<file path="src/rtl/vsl_pkg.sv">
package vsl_pkg;

    // Saturate a requested element count to the register length.
    function automatic int unsigned clip_len(input int unsigned req, input int unsigned cap);
        return (req > cap) ? cap : req;
    endfunction

endpackage

</file>
<file path="src/rtl/vsl_bank_timer.sv">
// Busy timer for one unpipelined bank: loaded on issue, counts to zero.
module vsl_bank_timer #(
    parameter int LAT = 6,
    localparam int CW = $clog2(LAT + 1)
) (
    input  logic clk,
    input  logic rst_n,
    input  logic load,
    output logic idle
);

    typedef struct packed {
        logic [CW-1:0] cnt;
    } tmr_t;

    tmr_t tmr_d, tmr_q;

    always_comb begin
        tmr_d = tmr_q;
        if (load) begin
            tmr_d.cnt = CW'(LAT - 1);
        end else if (tmr_q.cnt != '0) begin
            tmr_d.cnt = tmr_q.cnt - CW'(1);
        end
        idle = (tmr_q.cnt == '0);
    end

    always_ff @(posedge clk) begin
        if (!rst_n) begin
            tmr_q <= '0;
        end else begin
            tmr_q <= tmr_d;
        end
    end

endmodule

</file>
<file path="src/rtl/vsl_issue_ctrl.sv">
// Address generation, bank selection and stall decision for one command.
module vsl_issue_ctrl #(
    parameter int NB    = 8,
    parameter int AW    = 32,
    parameter int VLMAX = 64,
    localparam int BW = $clog2(NB),
    localparam int IW = $clog2(VLMAX),
    localparam int LW = $clog2(VLMAX + 1)
) (
    input  logic             clk,
    input  logic             rst_n,
    input  logic             start,
    input  logic [AW-1:0]    base_addr,
    input  logic [AW-1:0]    stride,
    input  logic [LW-1:0]    vlen,
    input  logic [NB-1:0]    bank_idle,
    input  logic             wr_en,
    input  logic [IW-1:0]    wr_idx,
    output logic             req_fire,
    output logic [NB-1:0]    req_onehot,
    output logic [BW-1:0]    req_bank,
    output logic [AW-BW-1:0] req_row,
    output logic [IW-1:0]    req_idx,
    output logic             busy,
    output logic             done
);

    typedef struct packed {
        logic          busy;
        logic          done;
        logic [AW-1:0] addr;
        logic [AW-1:0] step;
        logic [LW-1:0] nidx;
        logic [LW-1:0] len;
    } ctl_t;

    ctl_t ctl_d, ctl_q;

    logic [LW-1:0] len_eff;
    logic          more;
    logic          last_wr;

    always_comb begin
        len_eff    = LW'(vsl_pkg::clip_len(32'(vlen), 32'(VLMAX)));
        more       = ctl_q.busy && (ctl_q.nidx != ctl_q.len);
        req_bank   = ctl_q.addr[BW-1:0];
        req_row    = ctl_q.addr[AW-1:BW];
        req_idx    = ctl_q.nidx[IW-1:0];
        req_fire   = more && bank_idle[req_bank];
        req_onehot = '0;
        if (req_fire) begin
            req_onehot[req_bank] = 1'b1;
        end
        last_wr = ctl_q.busy && wr_en && (LW'(wr_idx) == (ctl_q.len - LW'(1)));

        ctl_d      = ctl_q;
        ctl_d.done = 1'b0;
        if (!ctl_q.busy) begin
            if (start) begin
                if (len_eff == '0) begin
                    ctl_d.done = 1'b1;
                end else begin
                    ctl_d.busy = 1'b1;
                    ctl_d.addr = base_addr;
                    ctl_d.step = stride;
                    ctl_d.nidx = '0;
                    ctl_d.len  = len_eff;
                end
            end
        end else begin
            if (req_fire) begin
                ctl_d.addr = ctl_q.addr + ctl_q.step;
                ctl_d.nidx = ctl_q.nidx + LW'(1);
            end
            if (last_wr) begin
                ctl_d.busy = 1'b0;
                ctl_d.done = 1'b1;
            end
        end
        busy = ctl_q.busy;
        done = ctl_q.done;
    end

    always_ff @(posedge clk) begin
        if (!rst_n) begin
            ctl_q <= '0;
        end else begin
            ctl_q <= ctl_d;
        end
    end

endmodule

</file>
<file path="src/rtl/vsl_return_pipe.sv">
// Tracks in-flight elements for LAT cycles and steers the bank lane to the write port.
module vsl_return_pipe #(
    parameter int NB    = 8,
    parameter int LAT   = 6,
    parameter int W     = 32,
    parameter int VLMAX = 64,
    localparam int BW = $clog2(NB),
    localparam int IW = $clog2(VLMAX)
) (
    input  logic            clk,
    input  logic            rst_n,
    input  logic            push,
    input  logic [BW-1:0]   push_bank,
    input  logic [IW-1:0]   push_idx,
    input  logic [NB*W-1:0] bank_rdata,
    output logic            wr_en,
    output logic [IW-1:0]   wr_idx,
    output logic [W-1:0]    wr_data
);

    typedef struct packed {
        logic          vld;
        logic [BW-1:0] bank;
        logic [IW-1:0] idx;
    } ent_t;

    typedef struct packed {
        ent_t [LAT-1:0] stg;
    } pipe_t;

    pipe_t pipe_d, pipe_q;
    ent_t  tail;

    always_comb begin
        pipe_d            = pipe_q;
        pipe_d.stg[0].vld  = push;
        pipe_d.stg[0].bank = push_bank;
        pipe_d.stg[0].idx  = push_idx;
        for (int k = 1; k < LAT; k++) begin
            pipe_d.stg[k] = pipe_q.stg[k-1];
        end
        tail    = pipe_q.stg[LAT-1];
        wr_en   = tail.vld;
        wr_idx  = tail.idx;
        wr_data = bank_rdata[tail.bank*W +: W];
    end

    always_ff @(posedge clk) begin
        if (!rst_n) begin
            pipe_q <= '0;
        end else begin
            pipe_q <= pipe_d;
        end
    end

endmodule

</file>
<file path="src/rtl/vec_stride_load.sv">
// Strided vector load engine in front of NB interleaved unpipelined banks.
module vec_stride_load #(
    parameter int NB    = 8,
    parameter int LAT   = 6,
    parameter int AW    = 32,
    parameter int W     = 32,
    parameter int VLMAX = 64
) (
    input  logic                           clk,
    input  logic                           rst_n,
    input  logic                           start,
    input  logic [AW-1:0]                  base_addr,
    input  logic [AW-1:0]                  stride,
    input  logic [$clog2(VLMAX+1)-1:0]     vlen,
    input  logic [NB*W-1:0]                bank_rdata,
    output logic [NB-1:0]                  bank_req,
    output logic [AW-$clog2(NB)-1:0]       bank_row,
    output logic                           wr_en,
    output logic [$clog2(VLMAX)-1:0]       wr_idx,
    output logic [W-1:0]                   wr_data,
    output logic                           busy,
    output logic                           done
);

    localparam int BW = $clog2(NB);
    localparam int IW = $clog2(VLMAX);

    logic [NB-1:0] bank_idle;
    logic          req_fire;
    logic [BW-1:0] req_bank;
    logic [IW-1:0] req_idx;

    vsl_issue_ctrl #(
        .NB(NB), .AW(AW), .VLMAX(VLMAX)
    ) u_issue (
        .clk        (clk),
        .rst_n      (rst_n),
        .start      (start),
        .base_addr  (base_addr),
        .stride     (stride),
        .vlen       (vlen),
        .bank_idle  (bank_idle),
        .wr_en      (wr_en),
        .wr_idx     (wr_idx),
        .req_fire   (req_fire),
        .req_onehot (bank_req),
        .req_bank   (req_bank),
        .req_row    (bank_row),
        .req_idx    (req_idx),
        .busy       (busy),
        .done       (done)
    );

    for (genvar b = 0; b < NB; b++) begin : g_bank
        vsl_bank_timer #(.LAT(LAT)) u_tmr (
            .clk   (clk),
            .rst_n (rst_n),
            .load  (bank_req[b]),
            .idle  (bank_idle[b])
        );
    end

    vsl_return_pipe #(
        .NB(NB), .LAT(LAT), .W(W), .VLMAX(VLMAX)
    ) u_ret (
        .clk        (clk),
        .rst_n      (rst_n),
        .push       (req_fire),
        .push_bank  (req_bank),
        .push_idx   (req_idx),
        .bank_rdata (bank_rdata),
        .wr_en      (wr_en),
        .wr_idx     (wr_idx),
        .wr_data    (wr_data)
    );

endmodule

</file>
<file path="config.mk">
export PLATFORM = sky130hd
export DESIGN_NAME = vec_stride_load
export DESIGN_NICKNAME = d
export VERILOG_FILES = /design/src/rtl/vsl_pkg.sv /design/src/rtl/vsl_bank_timer.sv /design/src/rtl/vsl_issue_ctrl.sv /design/src/rtl/vsl_return_pipe.sv /design/src/rtl/vec_stride_load.sv
export SDC_FILE = /design/constraint.sdc
export NUM_CORES = 1
export LEC_CHECK = 0
export BUFFER_PORTS_ARGS = -buffer_cell sky130_fd_sc_hd__buf_2
export CAP_MARGIN = 20
export CORE_MARGIN = 2
export CORE_UTILIZATION = 24
export DETAILED_ROUTE_END_ITERATION = 8
export PLACE_DENSITY = 0.51
export SYNTH_ARGS = -nofsm -noshare
export SYNTH_HDL_FRONTEND = slang
export SYNTH_SLANG_ARGS = --single-unit
</file>
<file path="constraint.sdc">
create_clock -name clk -period 3.15 [get_ports clk]
set_clock_uncertainty 0.05 [all_clocks]
set_input_delay 0.63 -clock clk [delete_from_list [all_inputs] [get_ports clk]]
set_output_delay 0.63 -clock clk [all_outputs]
set_load 0.03 [all_outputs]
</file>
; ---- Word level (Yosys, flattened, before mapping)
; Cells that the tools add are included.
; W data, S select, Z words.
[word_totals]
register_bits = 164
out_inout_bits = 78
inputBits = 330
[classes]
n_mux = 31
add_sub_neg = 11
eq_ne = 4
order_cmp = 3
reduce_logical = 41
n_shift = 1
n_bitwise = 3
[op_table]
columns = operator, count
row1 = $shiftx A256 B9 Y32, 1
row2 = $mux W80, 1
row3 = $mux W78, 1
row4 = $mux W3, 16
row5 = $mux W34, 1
row6 = $add A32 B32 Y32, 1
row7 = $mux W32, 1
row8 = $logic_not A3 Y1, 8
row9 = $reduce_bool A3 Y1, 8
row10 = $sub A3 B1 Y3 const B, 8
row11 = $mux W7, 3
row12 = $reduce_bool A2 Y1, 9
row13 = $reduce_or A2 Y1, 8
row14 = $mux W8, 1
row15 = $add A7 B1 Y7 const B, 1
row16 = $eq A6 B7 Y1, 1
row17 = $gt A7 B7 Y1 const B, 1
row18 = $logic_not A7 Y1, 1
row19 = $ne A7 B7 Y1, 1
row20 = $sub A7 B1 Y7 const B, 1
row21 = $reduce_and A3 Y1, 2
row22 = $logic_and A1 B1 Y1, 5
row23 = $lt A3 B4 Y1 const B, 1
row24 = $mux W1, 4
row25 = 6 further kinds, 9

; ---- Depth between registers and ports, before layout
; Gate-level depths: netlist of run 1.
[depth]
word_depth = 6
ltp_mapped = 12

; ---- By module
; Synthesis of run 1 repeated with hierarchy kept, for this count alone.
[unflattened]
hier_cells = 1084
hier_area_um2 = 10789.1
[modules_own_cells]
columns = mod, seq_area_each_um2, cells_per_inst, area_each_um2, instances
row1 = vsl_issue_ctrl, 1601.5, 694, 5704.2, 1
row2 = vsl_return_pipe, 1201.2, 246, 3723.6, 1
row3 = vsl_bank_timer, 60.1, 18, 170.2, 8

; ---- Least setup slack after synthesis of run 1
; No wires, ideal clock.
[synth_timing]
path_type = register -> output
from = reg g_bank[7].u_tmr.tmr_q[0] in the netlist's numbering
to = out bank_req[4]
path_stages_with_launch = 13
n_path_buf = 2
arrival_ns = 2.264
slack_ns = 0.206
path_cell_list = dfxtp_1 inv_1 ha_1 ha_1 mux2i_1 nand3_1 o311ai_0 nor4_2 buf_2 nand2_1 or3_1 inv_1 buf_4
[synth_between]
elab_chain_len = 5
[synth_rtl]
columns = element, line_no
row1 = "start, declared", vsl_bank_timer.sv:16  ; tmr_t tmr_d, tmr_q;
row2 = "start signal, assigned", vsl_bank_timer.sv:32  ; tmr_q <= tmr_d;
row3 = $logic_not A3 Y1, vsl_bank_timer.sv:25  ; idle = (tmr_q.cnt == '0);
row4 = $bmux W1 S3, vsl_issue_ctrl.sv:49  ; req_fire = more && bank_idle[req_bank];
row5 = $mux W1 (not written as such), vsl_issue_ctrl.sv:49
row6 = $logic_and A1 B1 Y1, vsl_issue_ctrl.sv:49
row7 = $mux W8, vsl_issue_ctrl.sv:51  ; if (req_fire) begin
row8 = "end, declared", vec_stride_load.sv:16  ; output logic [NB-1:0] bank_req,
; No other way between the ends. The select of a mux whose other input is x is not followed.

; ---- Final worst setup path of run 1
[layout_timing]
from = reg g_bank[0].u_tmr.tmr_q[0] in the netlist's numbering
to = out bank_req[0]
[layout_between]
elab_chain_len = 5
[layout_rtl]
columns = element, line_no
row1 = "start, declared", vsl_bank_timer.sv:16
row2 = "start signal, assigned", vsl_bank_timer.sv:32
row3 = $logic_not A3 Y1, vsl_bank_timer.sv:25
row4 = $bmux W1 S3, vsl_issue_ctrl.sv:49
row5 = $mux W1 (not written as such), vsl_issue_ctrl.sv:49
row6 = $logic_and A1 B1 Y1, vsl_issue_ctrl.sv:49
row7 = $mux W8, vsl_issue_ctrl.sv:51
; No other way between the ends. The select of a mux whose other input is x is not followed.

==> results of run 1 <==
## placed cells by master (no fill, tap or decap), drive strengths merged, types with 11 or more instances in the layout
master / count
nand2: 109
and2: 61
a21boi: 56
a21oi: 38
mux2: 34
and3: 13
o21ai: 48
buf: 467
dfxtp: 164
a221oi: 24
mux4: 64
nor3b: 15
inv: 59
a21o: 13
xor2: 25
nand4: 13
mux2i: 11
ha: 57
clkbuf: 18
xnor2: 23
nor2: 51
## power by group through the flow
stage	Clock [mW]	Sequential (mW)	Combinational, mW
final	2.18	2.41	2.27
after floorplan	0	2.39	1.31
after detailed placement	0	2.43	1.91
after CTS	2.24	2.39	2.09
after global routing	2.33	2.43	2.50
after global placement	0	2.42	1.87
## through the flow
step                worst slack, ns  hold slack [ns]  area, sq um
detailed placement           0.2037           0.3687        13020
global route                -0.1248           0.3811        14100
finish                      0.04335           0.3780        14110
CTS                        0.001239           0.3692        13900
global placement             0.2467           0.3637        13020
floorplan                    0.2064           0.3619        10470
## path summary, 6_finish.rpt
check                           start             endpoint  slack [ns]
max          g_bank[0].u_tmr.tmr_q[0]          bank_req[0]        0.04
min                  u_ret.pipe_d[51]      u_ret.wr_idx[1]        0.38
max reg2reg       u_issue.req_bank[0]  u_issue.req_row[11]        0.26
min reg2reg          u_ret.pipe_d[51]      u_ret.wr_idx[1]        0.38
## registers in the layout, indices dropped and copies added (netlist names)
signal and cells:
u_issue.done 1, u_issue.req_idx 6, u_ret.pipe_q 3, u_issue.req_row 29, u_issue.busy 1, u_ret.pipe_d 50, u_ret.wr_en 1, g_bank.u_tmr.tmr_q 24
u_issue.req_bank 3, u_ret.wr_idx 6, u_issue.ctl_q 40
## repair_timing
| action | in CTS | in global routing |
|---|---|---|
| endpoints found under the setup margin | 8 | 13 |
| setup buffers | 6 | 17 |
| pin swaps | 16 | 22 |
| gates resized for setup | 52 | 32 |
## cell type report
cell class                      instances  area (sq um)  share of cell area
Multi-Input combinational cell        770          6620              0.4691
Sequential cell                       164          3307              0.2343
Timing Repair Buffer                  467          2618              0.1855
Tap cell                              585         732.0             0.05187
Clock buffer                           18         439.2             0.03112
Inverter                               53         198.9             0.01410
Clock inverter                         14         185.2             0.01312
Antenna cell                            5         12.51           0.0008866
## metal layers
| layer | up-vias | routed length [um] | GRT usage | share of wire |
|---|---|---|---|---|
| li1 | 4660 | - | - | - |
| met1 | 4631 | 14440 | 0.1702 | 0.37 |
| met2 | 343 | 20940 | 0.3165 | 0.53 |
| met5 | - | 88 | 0 | 0.0022 |
| met4 | 12 | 1354 | 0.06993 | 0.034 |
| met3 | 65 | 2668 | 0.03956 | 0.068 |
## kinds of logic after synthesis
family,count (synthesis),synth area share
multiplexers,109,0.1848
AND/OR/NAND/NOR,318,0.1547
XOR/XNOR,48,0.04016
buffers and inverters,167,0.07625
adder cells (fa/ha/maj),58,0.07004
flip-flops,164,0.3136
AO/OA/AOI/OAI,237,0.1605
==> results.toml, run 1 <==
[outcome]
status = "finished, final reports clean"

[floorplan]
coreArea_sq_mm = 0.04308
die_x_um = 212.9
io_pins = 408
rows = 76
die_area_sq_mm = 0.04531
die_y_um = 212.9
initial_core_util = 0.2430

[setup_path]
slowest_delay_ns = 0.36
end_kind = "output pin"
path_delay_family = "simple AND/OR/NAND/NOR gates"
ff2ff_path_depth = 10
crit_path_cell_trace = "inv_1 -> ha_4 -> ha_4 -> nor3_1 -> a31oi_1 -> nor2_1 -> nor4_2 -> nand2b_1 -> or3_4 -> inv_2 -> buf_6"
cp.arrival_ns = 2.43
cp.depth = 11
critPathRequiredTime_ns = 2.47
crit_top_cell = "ha_4"
path_buf_inv = 3
cp_max_fo = 3
cp-start-kind = "flip-flop"
critPathKind = "flip-flop to output pin"
cpMaxStageDelayCell = "or3_4"

[power]
finalPower_mw = 6.857
ir_drop_mv = 0.2721
p_int_mw = 4.526
power.share.switching = 0.3400
seq_power_share = 0.351
p_clk_frac = 0.318
p_sw_mw = 2.331
power_density_mw_per_mm2 = 485.9
comb_power_share = 0.331
p_leak_nw = 6.262

[run]
drv_cap = 0

[timing]
setup_violations = 0
period_needed_ns = 3.107
worst_pin_slew_ns = 0.7924
rsz0062_at_grt = "true"
finalHoldViolations = 0
slew_headroom = 0.4694
min_period_over_period = 0.9862
tns_ns = 0
fmax_ghz = 0.3219
drv_slew = 0

[clock_network]
cts_buffer_depth = 2
insertion_delay_ns = 0.44
holdBufCountCts = 0
numCtsBuffers = 17
cts_sinks = 164
cts_tree = "done"
cts-root-buf = "clkbuf_16"
clkSlewWorstSetupHoldPaths_ns = 0.08
h-tree-depth = 4

[layout]
layout.nets = 1861
post_route_cells_drive_above_1_share = 0.4509
final_cell_count_no_fill = 2076
final_util = 0.3276
area_delta_synth_final_pct = 34.80
n_fill_cell = 4514

[placement]
placement.io_buffers = 407
routabilityCongestion = 0.8333
placed_cells = 2016
dp_hpwl_um = 30990

[global_routing]
antenna_found_initial = 14
overflow = 0
grt_first_pass_wirelength_um = 55810
grt_start_max_net_pins = 63
grt_use_total = 0.1653
grt_pass1_vias = 9428

[logic_synthesis]
yosysWarnings = 0
avgSynthCellArea_sq_um = 9.508
yosys-top-cells-count = "dfxtp_1 (164), nand2_1 (109), mux4_2 (64)"
synth_area_sq_mm = 0.01047
ys_seq_area_frac = 0.3136
ys_ff_latch = 164
async_flop_share = 0
synth_top_area_cell = "dfxtp_1"
ys.flop_type = "dfxtp_1"
synthMostInstantiatedCell = "dfxtp_1"
ys_types = 65
synth_area_leaders = "dfxtp_1 (31%), mux4_2 (14%), ha_1 (6.8%)"
synth_edf_count = 0
netlist.area_leader.share = 0.3136
syn_nets = 1489
synth_cells = 1101

[routing]
drc = 0
routed_wl_um = 39500
dr.pass1.iters = 5
ant_nets = 0
drtIter0Drc = 533
via_count = 9711
viasPerCell = 4.678
avgRoutedWirePerCell_um = 19.02

[hold_path]
min_path_type = "flip-flop to flip-flop"
hold_depth = 1
No activity file was read; power rests on OpenSTA's default activity.
==> inputs of run 2 (changes only) <==
--- a/config.mk
+++ b/config.mk
@@ -6,11 +6,12 @@
 export NUM_CORES = 1
 export LEC_CHECK = 0
 export BUFFER_PORTS_ARGS = -buffer_cell sky130_fd_sc_hd__buf_2
-export CAP_MARGIN = 20
 export CORE_MARGIN = 2
 export CORE_UTILIZATION = 24
 export DETAILED_ROUTE_END_ITERATION = 8
 export PLACE_DENSITY = 0.51
+export SETUP_SLACK_MARGIN = 0.3
 export SYNTH_ARGS = -nofsm -noshare
 export SYNTH_HDL_FRONTEND = slang
+export SYNTH_HIERARCHICAL = 1
 export SYNTH_SLANG_ARGS = --single-unit
==> results.toml, run 2 <==
[outcome]
status = "finished, final reports clean"

[clock_network]
insertion_delay_ns = 0.44
h-tree-depth = 4
clkSlewWorstSetupHoldPaths_ns = 0.08
cts_buffer_depth = 2
cts_sinks = 164
cts_tree = "done"
cts-root-buf = "clkbuf_16"
holdBufCountCts = 0
numCtsBuffers = 17

[routing]
drtIter0Drc = 584
via_count = 9804
avgRoutedWirePerCell_um = 19.72
wl_met2_um = 20120
dr.pass1.iters = 5
wl_met1_um = 16340
routed_wl_um = 40880
viasPerCell = 4.729
drc = 0
ant_nets = 0
routed.top_layer = "met5"
met3_length_um = 3363

[layout]
largest_reg_flops = 50
n_fill_cell = 4593
seqCellArea_sq_mm = 0.003307
post_route_cells_drive_above_1_share = 0.4592
area_delta_synth_final_pct = 36.24
mostFrequentLayoutCell = "buf_2"
layout_common_cells = "buf_2 (378), dfxtp_1 (149), nand2_1 (98)"
layout.nets = 1847
multiInputGateArea_sq_mm = 0.006922

[logic_synthesis]
ys_types = 77
synth_edf_count = 0
synthMostInstantiatedCell = "dfxtp_1"
synth_area_leaders = "dfxtp_1 (30%), mux4_1 (9.7%), ha_1 (6.6%)"
ys.flop_type = "dfxtp_1"
ys_seq_area_frac = 0.3043
async_flop_share = 0
synth_area_sq_mm = 0.01079
synth_top_area_cell = "dfxtp_1"
ys_ff_latch = 164
syn_nets = 1472
yosysWarnings = 6
synth_cells = 1084
yosys-top-cells-count = "dfxtp_1 (164), nand2_1 (99), and2_1 (61)"
avgSynthCellArea_sq_um = 9.953
netlist.area_leader.share = 0.3043

[timing]
worst_pin_slew_ns = 0.9729
drv_slew = 0
setup_violations = 0
slew_headroom = 0.3501
finalHoldViolations = 0
min_period_over_period = 0.9446
period_needed_ns = 2.976
fin_hold_ws_ns = 0.3731
tns_ns = 0
rsz0062_at_grt = "true"
fmax_ghz = 0.3361

[setup_path]
critPathRequiredTime_ns = 2.47
end_kind = "output pin"
cp.arrival_ns = 2.30
critPathKind = "flip-flop to output pin"
cp-start-kind = "flip-flop"
cp_max_fo = 4

[global_routing]
grt_first_pass_wirelength_um = 59600
antenna_found_initial = 26
grt_pass1_vias = 9778
grt_use_total = 0.1682
overflow = 0
grt_start_max_net_pins = 61

[placement]
placement.io_buffers = 407
dp_hpwl_um = 31880
routabilityCongestion = 0.9512

[power]
power_density_mw_per_mm2 = 478.8
p_leak_nw = 6.495
ir_drop_mv = 0.3227
finalPower_mw = 7.038

[floorplan]
die_y_um = 216.0
die_x_um = 216.0
initial_core_util = 0.2435
rows = 77
die_area_sq_mm = 0.04667
coreArea_sq_mm = 0.04432
io_pins = 408

[run]
drv_cap = 0

[hold_path]
min_path_type = "flip-flop to flip-flop"
run 2: cell types whose count changed in the layout (fill, tap and decap cells not counted), sizes merged, moves of 7 or more:
| cell | before | now |
|---|---|---|
| nand2 | 109 | 99 |
| inv | 59 | 66 |
| a21oi | 38 | 52 |
| nor2b | 6 | 16 |
| nand3 | 10 | 21 |
| and3 | 13 | 1 |
| o21ai | 48 | 38 |
| a2111oi | 0 | 10 |
| a21boi | 56 | 41 |
run 2: worst max-delay path, stage by stage, from the launching register on:
cell     delay (ns)
dfxtp_1        0.31
inv_2          0.08
ha_4           0.15
ha_4           0.13
mux4_2         0.27
mux2i_4        0.08
or3_4          0.39
nor3b_4        0.27
buf_6          0.17
run 2: logic make-up after synthesis:
kind of cell / Yosys count / synth area share
xor gates and xnor gates: 54 / 0.04384
muxes: 111 / 0.1973
and+or+nand+nor: 296 / 0.1408
buffers and inverters: 174 / 0.08767
DFF: 164 / 0.3043
AOI/OAI and AO/OA: 227 / 0.1582
adders and majority gates: 58 / 0.06796
run 2: what timing repair did:
action,4_1_cts,5_1_grt
endpoints found under the setup margin,42,64
buffers inserted,15,7
gates cloned,3,1
hold endpoints to repair,0,0
gates resized for setup,141,48
pin swaps,16,5
run 2: where the power goes:
part | internal, mW | leakage (nW) | switching (mW) | total [mW]
clock network | 1.17 | 0.304 | 1.00 | 2.17
logic | 1.19 | 4.85 | 1.27 | 2.46
registers | 2.28 | 1.34 | 0.135 | 2.41
total | 4.63 | 6.50 | 2.41 | 7.04
run 2: area by class of cell:
cell class | instances | area share
tap | 592 | 0.05039
antenna | 9 | 0.001532
multi-input combinational | 746 | 0.4709
clock inverter | 14 | 0.01251
sequential | 164 | 0.2250
timing repair buffer | 470 | 0.1945
inverter | 60 | 0.01532
clock buffer | 18 | 0.02988
run 2: worst paths after layout:
| kind | startpoint | to | slack [ns] | cells after the start |
|---|---|---|---|---|
| setup reg to reg | u_issue/req_bank[0] | u_issue/req_row[23] | 0.42 | 11 |
| setup / recovery | g_bank[0].u_tmr/tmr_q[1] | bank_req[2] | 0.17 | 8 |
| hold reg to reg | u_ret/pipe_d[12] | u_ret/pipe_d[22] | 0.37 | 1 |
| hold / removal | u_ret/pipe_d[12] | u_ret/pipe_d[22] | 0.37 | 1 |
run 2: per-layer routing:
metal  up-vias  track usage
met1      4662       0.1963
met5         -            0
met2       415       0.2979
li1       4619            -
met4        28      0.04703
met3        80      0.04961
run 2: metrics by stage:
step,setup slack (ns),instances,cell area (sq um),util
after global routing,0.07133,2071,14690,0.3316
after global placement,0.3162,2006,13190,0.2977
after detailed placement,0.2496,2006,13190,0.2977
after CTS,0.1594,2056,14460,0.3264
after floorplan,0.1198,1084,10800,-
final,0.1744,2073,14700,0.3317
==> inputs of run 3 (changes only) <==
--- a/config.mk
+++ b/config.mk
@@ -10,7 +10,7 @@
 export CORE_UTILIZATION = 24
 export DETAILED_ROUTE_END_ITERATION = 8
 export PLACE_DENSITY = 0.51
-export SETUP_SLACK_MARGIN = 0.3
+export SETUP_SLACK_MARGIN = 0.15
 export SYNTH_ARGS = -nofsm -noshare
 export SYNTH_HDL_FRONTEND = slang
 export SYNTH_HIERARCHICAL = 1
==> results.toml, run 3 (same netlist as run 2, synthesis figures left out) <==
[timing]
rsz0062_at_grt = "true"
fmax_ghz = 0.3323
min_period_over_period = 0.9553
setup_violations = 0
drv_slew = 0
slew_headroom = 0.3591
tns_ns = 0
setup_slack_ns = 0.1409
worst_pin_slew_ns = 0.9593
period_needed_ns = 3.009
finalHoldViolations = 0

[placement]
place_ws_ns = 0.2496
dp_hpwl_um = 31880
placed_cells = 2006
routabilityCongestion = 0.9512
placement.io_buffers = 407

[power]
power_density_mw_per_mm2 = 486.2
power.share.switching = 0.3420
seq_power_share = 0.348
p_leak_nw = 6.356
p_int_mw = 4.561
p_clk_frac = 0.313
ir_drop_mv = 0.3186
comb_power_share = 0.340
p_sw_mw = 2.371
finalPower_mw = 6.932

[layout]
area_delta_synth_final_pct = 32.15
n_fill_cell = 4631
layout.nets = 1832
mostFrequentLayoutCell = "buf_2"
largest_reg_flops = 50
final_cell_count_no_fill = 2060
layout_common_cells = "buf_2 (398), dfxtp_1 (151), nand2_1 (98)"
post_route_cells_drive_above_1_share = 0.4331

[outcome]
status = "finished, final reports clean"

[setup_path]
regToRegEndpoint = "u_issue/req_row[23]"
critPathRequiredTime_ns = 2.47
r2r_slack_ns = 0.29
crit_path_cell_trace = "inv_2 -> ha_4 -> ha_4 -> mux4_2 -> mux2i_2 -> or3_4 -> nor3b_4 -> buf_6"
slowest_delay_ns = 0.43
cp.arrival_ns = 2.33
cp_max_fo = 4
ff2ff_path_depth = 11
path_delay_family = "simple AND/OR/NAND/NOR gates"
r2r_start = "u_issue/req_bank[0]"
cp-start-kind = "flip-flop"
cpMaxStageDelayCell = "or3_4"
path_buf_inv = 2
end_kind = "output pin"
critPathKind = "flip-flop to output pin"
crit_top_cell = "ha_4"

[floorplan]
die_y_um = 216.0
rows = 77
io_pins = 408
die_area_sq_mm = 0.04667
coreArea_sq_mm = 0.04432
die_x_um = 216.0
initial_core_util = 0.2435

[clock_network]
numCtsBuffers = 17
cts_tree = "done"
clkSlewWorstSetupHoldPaths_ns = 0.08
cts_sinks = 164
h-tree-depth = 4
insertion_delay_ns = 0.44
cts-root-buf = "clkbuf_16"
cts_buffer_depth = 2

[global_routing]
grt_first_pass_wirelength_um = 58420
grt_pass1_vias = 9649
overflow = 0
grt_use_total = 0.1646
antenna_found_initial = 27
grt_start_max_net_pins = 61

[routing]
dr.pass1.iters = 5
avgRoutedWirePerCell_um = 19.47
via_count = 9650
drc = 0
routed_wl_um = 40100
ant_nets = 0
drtIter0Drc = 531
viasPerCell = 4.684

[hold_path]
min_from = "u_ret/pipe_d[37]"
min_path_type = "flip-flop to flip-flop"
hold_depth = 1
hold_end = "u_ret/pipe_d[47]"

[run]
drv_cap = 0
-- run 3: cell count changes in the layout (fill, tap and decap cells not counted), moves of 2 or more --
cell	change
dfxtp_1	+2
buf_6	-12
buf_4	-10
buf_16	-3
buf_8	-3
diode_2	+2
buf_12	-6
buf_2	+20
mux4_2	-20
mux4_1	+20
mux2_2	+11
mux2_4	-11
-- run 3: area by class of cell --
cell class	instances	area, sq um	area share
inverter	60	225.2	0.01580
clock buffer	18	439.2	0.03080
antenna	11	27.53	0.001931
clock inverter	14	183.9	0.01290
sequential	164	3302	0.2316
timing repair buffer	455	2476	0.1737
tap	592	740.7	0.05195
multi-input combinational	746	6863	0.4814
-- run 3: per-stage QoR --
stage	area, sq um	hold slack [ns]	util
after floorplan	10800	0.3557	-
after global placement	13190	0.3635	0.2977
after detailed placement	13190	0.3686	0.2977
after CTS	14080	0.3697	0.3177
after global routing	14250	0.3757	0.3216
final	14260	0.3738	0.3217
-- run 3: repair_timing --
item | in CTS | in global routing
endpoints found under the setup margin | 27 | 17
buffers inserted | 5 | 6
hold buffers | 0 | 0
resized for setup | 65 | 20
endpoints found under the hold margin | 0 | 0
pin swaps | 11 | 9
-- run 3: worst max-delay path by stage --
stage,cells after the start,slack [ns],startpoint,endpoint
after floorplan,8,0.12,g_bank[3].u_tmr/tmr_q[1],bank_req[6]
after global placement,10,0.32,u_issue/req_bank[1],u_issue/req_row[22]
after detailed placement,10,0.25,u_issue/req_bank[1],u_issue/req_row[28]
after CTS,8,0.15,g_bank[2].u_tmr/tmr_q[0],bank_req[2]
after global routing,8,0.05,g_bank[6].u_tmr/tmr_q[1],bank_req[2]
final,8,0.14,g_bank[6].u_tmr/tmr_q[0],bank_req[2]
-- run 3: metal layers --
metal | global-route usage | share of wire
met1 | 0.1929 | 0.41
met2 | 0.2906 | 0.49
met3 | 0.04891 | 0.077
met4 | 0.04566 | 0.016
met5 | 0 | 0.0038
-- run 3: worst register-to-register path, cell delays in order (launching register included) --
cell and delay (ns):
dfxtp_1 0.32, ha_1 0.24, fa_1 0.42, a21o_1 0.21
and3_4 0.19, o2111ai_2 0.22, a21oi_2 0.16, a31oi_2 0.28
a21oi_1 0.15, xor2_1 0.17, a221oi_1 0.25, nor2_1 0.08
-- run 3: power by group through the flow --
stage                     sequential, mW  clock [mW]  combinational (mW)
final                               2.41        2.17                2.35
after global routing                2.44        2.32                2.58
after CTS                           2.40        2.24                2.23
after detailed placement            2.43           0                2.06
after global placement              2.43           0                2.02
after floorplan                     2.40           0                1.47
